File: src/rtl/sync_pkg.sv
package sync_pkg;

  typedef enum logic [1:0] {
    STD_NTSC  = 2'b00,
    STD_SECAM = 2'b01,
    STD_PALM  = 2'b10,
    STD_PAL   = 2'b11
  } std_e;

  localparam int unsigned CLK_525   = 910;
  localparam int unsigned CLK_625   = 908;
  localparam int unsigned LINES_525 = 525;
  localparam int unsigned LINES_625 = 625;
  localparam int unsigned EQ_525    = 6;
  localparam int unsigned EQ_625    = 5;
  localparam int unsigned VD_525    = 18;
  localparam int unsigned VD_625    = 15;
  localparam int unsigned VB_525    = 40;
  localparam int unsigned VB_625    = 50;

  // bit 0 of the code selects the 625-line raster
  function automatic logic is_625(input logic [1:0] code);
    return code[0];
  endfunction

  // bit 1 of the code selects line alternation and the 8-field sequence
  function automatic logic is_alt(input logic [1:0] code);
    return code[1];
  endfunction

endpackage

File: src/rtl/sync_hcount.sv
module sync_hcount
  import sync_pkg::*;
#(
  parameter int HCW = 10
) (
  input  logic           clk,
  input  logic           rst_n,
  input  logic [1:0]     std_i,
  input  logic           load_i,
  input  logic [HCW-1:0] load_val_i,
  output logic [HCW-1:0] hcnt_o,
  output logic           hend_o,
  output logic           hmid_o,
  output logic           lalt_o
);

  localparam logic [HCW-1:0] LAST_525 = HCW'(CLK_525 - 1);
  localparam logic [HCW-1:0] LAST_625 = HCW'(CLK_625 - 1);
  localparam logic [HCW-1:0] MID_525  = HCW'(CLK_525 / 2 - 1);
  localparam logic [HCW-1:0] MID_625  = HCW'(CLK_625 / 2 - 1);

  logic [HCW-1:0] hcnt_q, hcnt_d, last, mid;
  logic           lalt_q, lalt_d, hend, hmid;

  always_comb begin
    last = is_625(std_i) ? LAST_625 : LAST_525;
    mid  = is_625(std_i) ? MID_625  : MID_525;
    hend = (hcnt_q >= last);
    hmid = (hcnt_q == mid);
    if (load_i)      hcnt_d = load_val_i;
    else if (hend)   hcnt_d = '0;
    else             hcnt_d = hcnt_q + 1'b1;
    lalt_d = hend ? ~lalt_q : lalt_q;
  end

  always_ff @(posedge clk or negedge rst_n) begin
    if (!rst_n) begin
      hcnt_q <= '0;
      lalt_q <= 1'b0;
    end else begin
      hcnt_q <= hcnt_d;
      lalt_q <= lalt_d;
    end
  end

  assign hcnt_o = hcnt_q;
  assign hend_o = hend;
  assign hmid_o = hmid;
  assign lalt_o = lalt_q;

  // end of line returns the count to zero
  assert_h_wrap_R1: assert property (@(posedge clk) disable iff (!rst_n)
    (hend && !load_i) |=> (hcnt_q == '0));

  // load wins over counting
  assert_h_load_R3: assert property (@(posedge clk) disable iff (!rst_n)
    load_i |=> (hcnt_q == $past(load_val_i)));

  // alternation register flips at every line end
  assert_lalt_flip_R10: assert property (@(posedge clk) disable iff (!rst_n)
    hend |=> (lalt_q != $past(lalt_q)));

endmodule

File: src/rtl/sync_vcount.sv
module sync_vcount
  import sync_pkg::*;
#(
  parameter int VCW = 11
) (
  input  logic           clk,
  input  logic           rst_n,
  input  logic [1:0]     std_i,
  input  logic           tick_i,
  input  logic           load_i,
  input  logic [VCW-1:0] load_val_i,
  output logic [VCW-1:0] vcnt_o,
  output logic [1:0]     fcnt_o
);

  localparam logic [VCW-1:0] VMAX_525 = VCW'(2 * LINES_525 - 1);
  localparam logic [VCW-1:0] VMAX_625 = VCW'(2 * LINES_625 - 1);

  logic [VCW-1:0] vcnt_q, vcnt_d, vmax;
  logic [1:0]     fcnt_q, fcnt_d;
  logic           wrap;

  always_comb begin
    vmax = is_625(std_i) ? VMAX_625 : VMAX_525;
    wrap = tick_i && (vcnt_q >= vmax);
    if (load_i)      vcnt_d = load_val_i;
    else if (wrap)   vcnt_d = '0;
    else if (tick_i) vcnt_d = vcnt_q + 1'b1;
    else             vcnt_d = vcnt_q;
    fcnt_d = (wrap && !load_i) ? fcnt_q + 2'd1 : fcnt_q;
  end

  always_ff @(posedge clk or negedge rst_n) begin
    if (!rst_n) begin
      vcnt_q <= '0;
      fcnt_q <= '0;
    end else begin
      vcnt_q <= vcnt_d;
      fcnt_q <= fcnt_d;
    end
  end

  assign vcnt_o = vcnt_q;
  assign fcnt_o = fcnt_q;

  // last half line wraps to zero
  assert_v_wrap_R2: assert property (@(posedge clk) disable iff (!rst_n)
    (tick_i && vcnt_q >= vmax && !load_i) |=> (vcnt_q == '0));

  // frame counter advances on the wrap
  assert_frame_step_R9: assert property (@(posedge clk) disable iff (!rst_n)
    (tick_i && vcnt_q >= vmax && !load_i) |=> (fcnt_q == $past(fcnt_q) + 2'd1));

  // vertical load wins over counting
  assert_v_load_R3: assert property (@(posedge clk) disable iff (!rst_n)
    load_i |=> (vcnt_q == $past(load_val_i)));

endmodule

File: src/rtl/sync_decode.sv
module sync_decode
  import sync_pkg::*;
#(
  parameter int HCW      = 10,
  parameter int VCW      = 11,
  parameter int HS_W     = 68,
  parameter int EQ_W     = 34,
  parameter int SERR_W   = 68,
  parameter int HD_W     = 96,
  parameter int HBLK_W   = 154,
  parameter int BF_START = 76,
  parameter int BF_W     = 32
) (
  input  logic           clk,
  input  logic           rst_n,
  input  logic [1:0]     std_i,
  input  logic [HCW-1:0] hcnt_i,
  input  logic [VCW-1:0] vcnt_i,
  input  logic [1:0]     fcnt_i,
  input  logic           lalt_i,
  output logic           sync_n_o,
  output logic           hd_n_o,
  output logic           fh_n_o,
  output logic           f2h_n_o,
  output logic           blk_n_o,
  output logic           vd_n_o,
  output logic           fld_n_o,
  output logic           fld1_n_o,
  output logic           lalt_n_o,
  output logic           bf_n_o
);

  localparam logic [HCW-1:0] BF_END = HCW'(BF_START + BF_W);

  logic [HCW-1:0] half, hh;
  logic [VCW-1:0] lines, fpos, neq, neq2, neq3, vdl, vbl;
  logic           p625, second, vint, broad, vblank, first;

  always_comb begin
    p625   = is_625(std_i);
    half   = p625 ? HCW'(CLK_625 / 2) : HCW'(CLK_525 / 2);
    lines  = p625 ? VCW'(LINES_625) : VCW'(LINES_525);
    neq    = p625 ? VCW'(EQ_625) : VCW'(EQ_525);
    neq2   = p625 ? VCW'(2 * EQ_625) : VCW'(2 * EQ_525);
    neq3   = p625 ? VCW'(3 * EQ_625) : VCW'(3 * EQ_525);
    vdl    = p625 ? VCW'(VD_625) : VCW'(VD_525);
    vbl    = p625 ? VCW'(VB_625) : VCW'(VB_525);
    hh     = (hcnt_i >= half) ? hcnt_i - half : hcnt_i;
    second = (vcnt_i >= lines);
    fpos   = second ? vcnt_i - lines : vcnt_i;
    vint   = (fpos < neq3);
    broad  = (fpos >= neq) && (fpos < neq2);
    vblank = (fpos < vbl);
    first  = !second && (is_alt(std_i) ? (fcnt_i == 2'd0) : !fcnt_i[0]);

    if (vint)
      sync_n_o = broad ? !(hh < half - HCW'(SERR_W)) : !(hh < HCW'(EQ_W));
    else
      sync_n_o = !(hcnt_i < HCW'(HS_W));
    hd_n_o   = !(hcnt_i < HCW'(HD_W));
    fh_n_o   = !(hcnt_i < half);
    f2h_n_o  = !(hh < (half >> 1));
    blk_n_o  = !((hcnt_i < HCW'(HBLK_W)) || vblank);
    vd_n_o   = !(fpos < vdl);
    fld_n_o  = !second;
    fld1_n_o = !first;
    lalt_n_o = is_alt(std_i) ? lalt_i : 1'b1;
    bf_n_o   = !(!vblank && hcnt_i >= HCW'(BF_START) && hcnt_i < BF_END);
  end

  // vertical drive lies inside vertical blanking
  assert_vd_in_blank_R8: assert property (@(posedge clk) disable iff (!rst_n)
    !vd_n_o |-> !blk_n_o);

  // burst flag never overlaps vertical drive
  assert_bf_outside_vd_R11: assert property (@(posedge clk) disable iff (!rst_n)
    !bf_n_o |-> vd_n_o);

endmodule

File: src/rtl/sync_timing_gen.sv
module sync_timing_gen
  import sync_pkg::*;
#(
  parameter int HCW      = 10,
  parameter int VCW      = 11,
  parameter int HS_W     = 68,
  parameter int EQ_W     = 34,
  parameter int SERR_W   = 68,
  parameter int HD_W     = 96,
  parameter int HBLK_W   = 154,
  parameter int BF_START = 76,
  parameter int BF_W     = 32
) (
  input  logic           clk,
  input  logic           rst_n,
  input  logic [1:0]     std_i,
  input  logic           hload_i,
  input  logic [HCW-1:0] hload_val_i,
  input  logic           vload_i,
  input  logic [VCW-1:0] vload_val_i,
  output logic           sync_n_o,
  output logic           hd_n_o,
  output logic           fh_n_o,
  output logic           f2h_n_o,
  output logic           blk_n_o,
  output logic           vd_n_o,
  output logic           fld_n_o,
  output logic           fld1_n_o,
  output logic           lalt_n_o,
  output logic           bf_n_o
);

  logic [1:0]     rst_sync_q;
  logic           rst_int_n;
  logic [HCW-1:0] hcnt;
  logic [VCW-1:0] vcnt;
  logic [1:0]     fcnt;
  logic           hend, hmid, lalt;

  // asynchronous assertion, synchronous release
  always_ff @(posedge clk or negedge rst_n) begin
    if (!rst_n) rst_sync_q <= 2'b00;
    else        rst_sync_q <= {rst_sync_q[0], 1'b1};
  end
  assign rst_int_n = rst_sync_q[1];

  sync_hcount #(.HCW(HCW)) u_hcount (
    .clk(clk), .rst_n(rst_int_n), .std_i(std_i),
    .load_i(hload_i), .load_val_i(hload_val_i),
    .hcnt_o(hcnt), .hend_o(hend), .hmid_o(hmid), .lalt_o(lalt)
  );

  sync_vcount #(.VCW(VCW)) u_vcount (
    .clk(clk), .rst_n(rst_int_n), .std_i(std_i),
    .tick_i(hend | hmid), .load_i(vload_i), .load_val_i(vload_val_i),
    .vcnt_o(vcnt), .fcnt_o(fcnt)
  );

  sync_decode #(
    .HCW(HCW), .VCW(VCW), .HS_W(HS_W), .EQ_W(EQ_W), .SERR_W(SERR_W),
    .HD_W(HD_W), .HBLK_W(HBLK_W), .BF_START(BF_START), .BF_W(BF_W)
  ) u_decode (
    .clk(clk), .rst_n(rst_int_n), .std_i(std_i),
    .hcnt_i(hcnt), .vcnt_i(vcnt), .fcnt_i(fcnt), .lalt_i(lalt),
    .sync_n_o(sync_n_o), .hd_n_o(hd_n_o), .fh_n_o(fh_n_o), .f2h_n_o(f2h_n_o),
    .blk_n_o(blk_n_o), .vd_n_o(vd_n_o), .fld_n_o(fld_n_o), .fld1_n_o(fld1_n_o),
    .lalt_n_o(lalt_n_o), .bf_n_o(bf_n_o)
  );

endmodule

File: config.mk
export PLATFORM = sky130hd
export DESIGN_NAME = sync_timing_gen
export DESIGN_NICKNAME = d
export VERILOG_FILES = /design/src/rtl/sync_pkg.sv /design/src/rtl/sync_hcount.sv /design/src/rtl/sync_vcount.sv /design/src/rtl/sync_decode.sv /design/src/rtl/sync_timing_gen.sv
export SDC_FILE = /design/constraint.sdc
export NUM_CORES = 1
export LEC_CHECK = 0
export BUFFER_PORTS_ARGS = -buffer_cell sky130_fd_sc_hd__buf_2
export CAP_MARGIN = 20
export CELL_PAD_IN_SITES_DETAIL_PLACEMENT = 0
export CELL_PAD_IN_SITES_GLOBAL_PLACEMENT = 1
export CORE_MARGIN = 5
export CORE_UTILIZATION = 30
export DETAILED_ROUTE_END_ITERATION = 16
export PLACE_DENSITY = 0.6
export SETUP_SLACK_MARGIN = 0.4
export SLEW_MARGIN = 15
export SYNTH_ARGS = -nofsm -noshare
export SYNTH_HDL_FRONTEND = slang
export SYNTH_HIERARCHICAL = 1
export SYNTH_SLANG_ARGS = --single-unit
File: constraint.sdc
create_clock -name clk -period 4.9 [get_ports clk]
set_input_delay 0.245 -clock clk [delete_from_list [all_inputs] [get_ports clk]]
set_output_delay 0.245 -clock clk [all_outputs]
set_load 0.01 [all_outputs]
==> metrics.cfg <==
[synthesis]
syn_inst=388
syn_avg_cell_area_sq_um=7.93
synth_edf_count=0
ys_warn_count=6
syn_nets=444
async_flop_share_pct=100
yosys_most_used_dff=dfrtp_1
ys_seq_area_share_pct=21.2
ys_seq_elements=26
yosysUniqueCellTypes=71
syn_area_sq_um=3080

[clocking]
cts_made_buffers=3
htree_levels=1
cts_tree=built
clkSlewWorstSetupHoldPaths_ps=100
root_buffer=clkbuf_8
clk_latency_ps=270
cts_sinks=26
cts_buffer_depth=2

[cells_and_area]
drive_gt1_share_pct=19.4
syn_to_final_growth_pct=13.3
antenna-diode-count=0
instances_no_fill=558
n_fill_cell=1073
fin_nets=479
fin_util_pct=34.4

[run_status]
outcome=finished, final reports clean

[floorplanning]
coreArea_sq_um=10100
die_w_microns=111
start_util_pct=30.3
dieArea_sq_um=12400
ios=37
fp-row-count=37
die_h_microns=111

[timing]
tightest_slew_ps=693
hold_violations=0
clock.fmax_ghz=0.235
min_period_ps=4260
fin_tns_setup_ps=0
final_max_slew_viol_count=0
rsz0062_at_grt=false
setup_viol=0
worst_clock_skew_ps=4.91
slew_headroom_pct=53.7
fin_worst_hold_slack_ps=169
period_share_pct=87.0

[power]
pwr-share-comb_pct=49.4
seq_power_share_pct=34.9
p_sw_uw=392
power_density_nw_per_um2=261
swShare_pct=43.1
finalPower_uw=911
p_int_uw=519
p_leak_uw=0.00141
clkPwrFrac_pct=15.7
ir_drop_v=0.000160

[min_path]
worstHoldPathCells=3
hp-class=input port to register

[global_route]
use_met2_pct=20.4
grt_overflow_total=0
use_met3_pct=1.09
met1_usage_pct=20.7
antenna_found_initial=0
grt_pass1_vias=2796
grt-busiest-layer=met1
grtUsageTotal_pct=13.5
grt_pass1_wl_microns=14200
grt_max_degree=27

[worst_setup_path]
cp.arrival_ps=4020
critPathKind=register to primary output
critPathLaunchType=register
rr_worst_depth=8
end_kind=primary output
critical_path.max_fanout=8
crit_required_ps=4660

[placed_design]
io_buffers=36
dp_cells=550
place_congestion=0.835
detailed_place_hpwl_microns=6250

[routing]
route.detailed.drc=0
routed_wl_microns=8350
firstDrtPassIters=4
vias=2882
ant_nets=0
vias_per_cell=5.16
drt_iter0_markers=153
detail_route.wl_per_cell_microns=15.0

[job]
cap_viol_max_count=0

==> through the flow <==
stage / cell area (sq um) / worst slack, ps
final: 3490 / 636
after floorplan: 3080 / 989
after global placement: 3380 / 570
after detailed placement: 3380 / 532
after global routing: 3490 / 415
after CTS: 3450 / 507
==> power by group through the flow <==
stage	registers, uW	clock network (uW)	logic (uW)
2_1_floorplan	295	0	349
5_1_grt	327	157	508
3_5_place_dp	323	0	439
4_1_cts	318	151	443
6_report	318	143	450
3_3_place_gp	322	0	442
==> area by class of cell <==
class / instances / area, sq um / share of cell area (%)
sequential: 26 / 653 / 18.7
inverter: 21 / 78.8 / 2.26
clock buffer: 4 / 55.1 / 1.58
timing repair buffer: 49 / 283 / 8.11
tap: 136 / 170 / 4.88
multi-input combinational: 322 / 2250 / 64.4
==> metal layers <==
| layer | vias to the layer above | wire length (microns) |
|---|---|---|
| met1 | 1330 | 4440 |
| met5 | - | 0 |
| li1 | 1487 | - |
| met4 | 0 | 68 |
| met2 | 61 | 3580 |
| met3 | 4 | 264 |
==> flip-flops by register name, indices dropped and copies added (netlist names) <==
register and flops:
rst_sync_q 2, u_hcount/hcnt_o 10, u_hcount/lalt_o 1, u_vcount/fcnt_o 2, u_vcount/vcnt_o 11
==> worst paths after layout <==
| check | startpoint | slack (ps) | end |
|---|---|---|---|
| worst min-delay path | hload_val_i[2] | 170 | u_hcount/hcnt_o[2] |
| worst max-delay path | u_vcount/vcnt_o[5] | 640 | sync_n_o |
| max in group asynchronous | rst_sync_q[1] | 4240 | u_vcount/vcnt_o[5] |
| worst max register to register | u_hcount/hcnt_o[2] | 1560 | u_vcount/fcnt_o[1] |
| worst min register to register | rst_sync_q[1] | 270 | u_vcount/vcnt_o[8] |
| min in group asynchronous | rst_sync_q[1] | 270 | u_vcount/vcnt_o[8] |
==> timing repair <==
item	in CTS	in global routing
resized for setup	0	5
endpoints found under the setup margin	0	1
hold endpoints to repair	2	0
setup buffers	0	3
hold buffers	1	0
==> synth_stat cells (all sizes together), types with 3 or more instances <==
cell type / n / area share, %
o21a: 5 / 1.5
xnor2: 13 / 3.7
nand2: 43 / 5.2
o41a: 3 / 1.1
nor3: 20 / 3.3
dfrtp: 26 / 21
o311ai: 4 / 1.7
nand4: 6 / 1.4
nor2: 32 / 3.9
mux2: 5 / 1.8
buf: 11 / 2.6
inv: 21 / 2.6
a21boi: 5 / 1.2
nand2b: 7 / 1.4
clkbuf: 8 / 0.98
and3: 3 / 0.61
nor2b: 6 / 1.2
or3: 3 / 0.61
nor4: 5 / 1.2
or2: 5 / 1.0
o31ai: 13 / 4.3
xor2: 7 / 2.0
nand3: 14 / 2.3
ha: 29 / 12
o21ai: 23 / 4.0
a21oi: 26 / 4.2
a31oi: 6 / 1.2
==> critical path, stage by stage (launching register included) <==
cell      delay, ps
dfrtp_2         500
ha_1            380
nand2_1          70
o41a_1          470
a21boi_1        160
buf_4           160
buf_4           150
o21ai_0         300
ha_1            320
nor2_1           90
nor2_1           60
a21oi_1         140
nor2_1           50
a21oi_1         160
mux2_2          350
mux2_2          260
buf_2           140
==> cell usage in the layout, fill, tap and decap left out, types with 3 or more instances in the layout <==
cell type,Yosys,final
a21boi_0,4,4
a21oi_1,26,25
a31oi_1,6,6
and3_1,3,3
buf_2,5,35
buf_4,1,12
clkbuf_8,0,4
dfrtp_1,26,24
ha_1,29,29
inv_1,20,20
mux2_2,5,5
nand2_1,43,43
nand2b_1,7,7
nand3_1,14,14
nand4_1,5,5
nor2_1,32,32
nor2b_1,6,6
nor3_1,20,20
nor4_1,4,4
o21a_1,4,4
o21ai_0,15,15
o21ai_1,6,6
o31ai_1,6,6
o31ai_2,7,7
o41a_1,3,3
or2_2,3,3
or3_1,3,3
xnor2_1,13,13
xor2_1,7,7
==> cell families after synthesis <==
family | after synthesis | share of synthesized area, %
buffers and inverters | 40 | 6.18
and+or+nand+nor | 156 | 25.8
adders and majority gates | 29 | 11.8
AOI/OAI and AO/OA | 109 | 26.8
DFF | 26 | 21.2
xor gates and xnor gates | 20 | 5.70
other | 1 | 0.122
muxes | 7 | 2.48
Power figures use the tool's default switching activity.
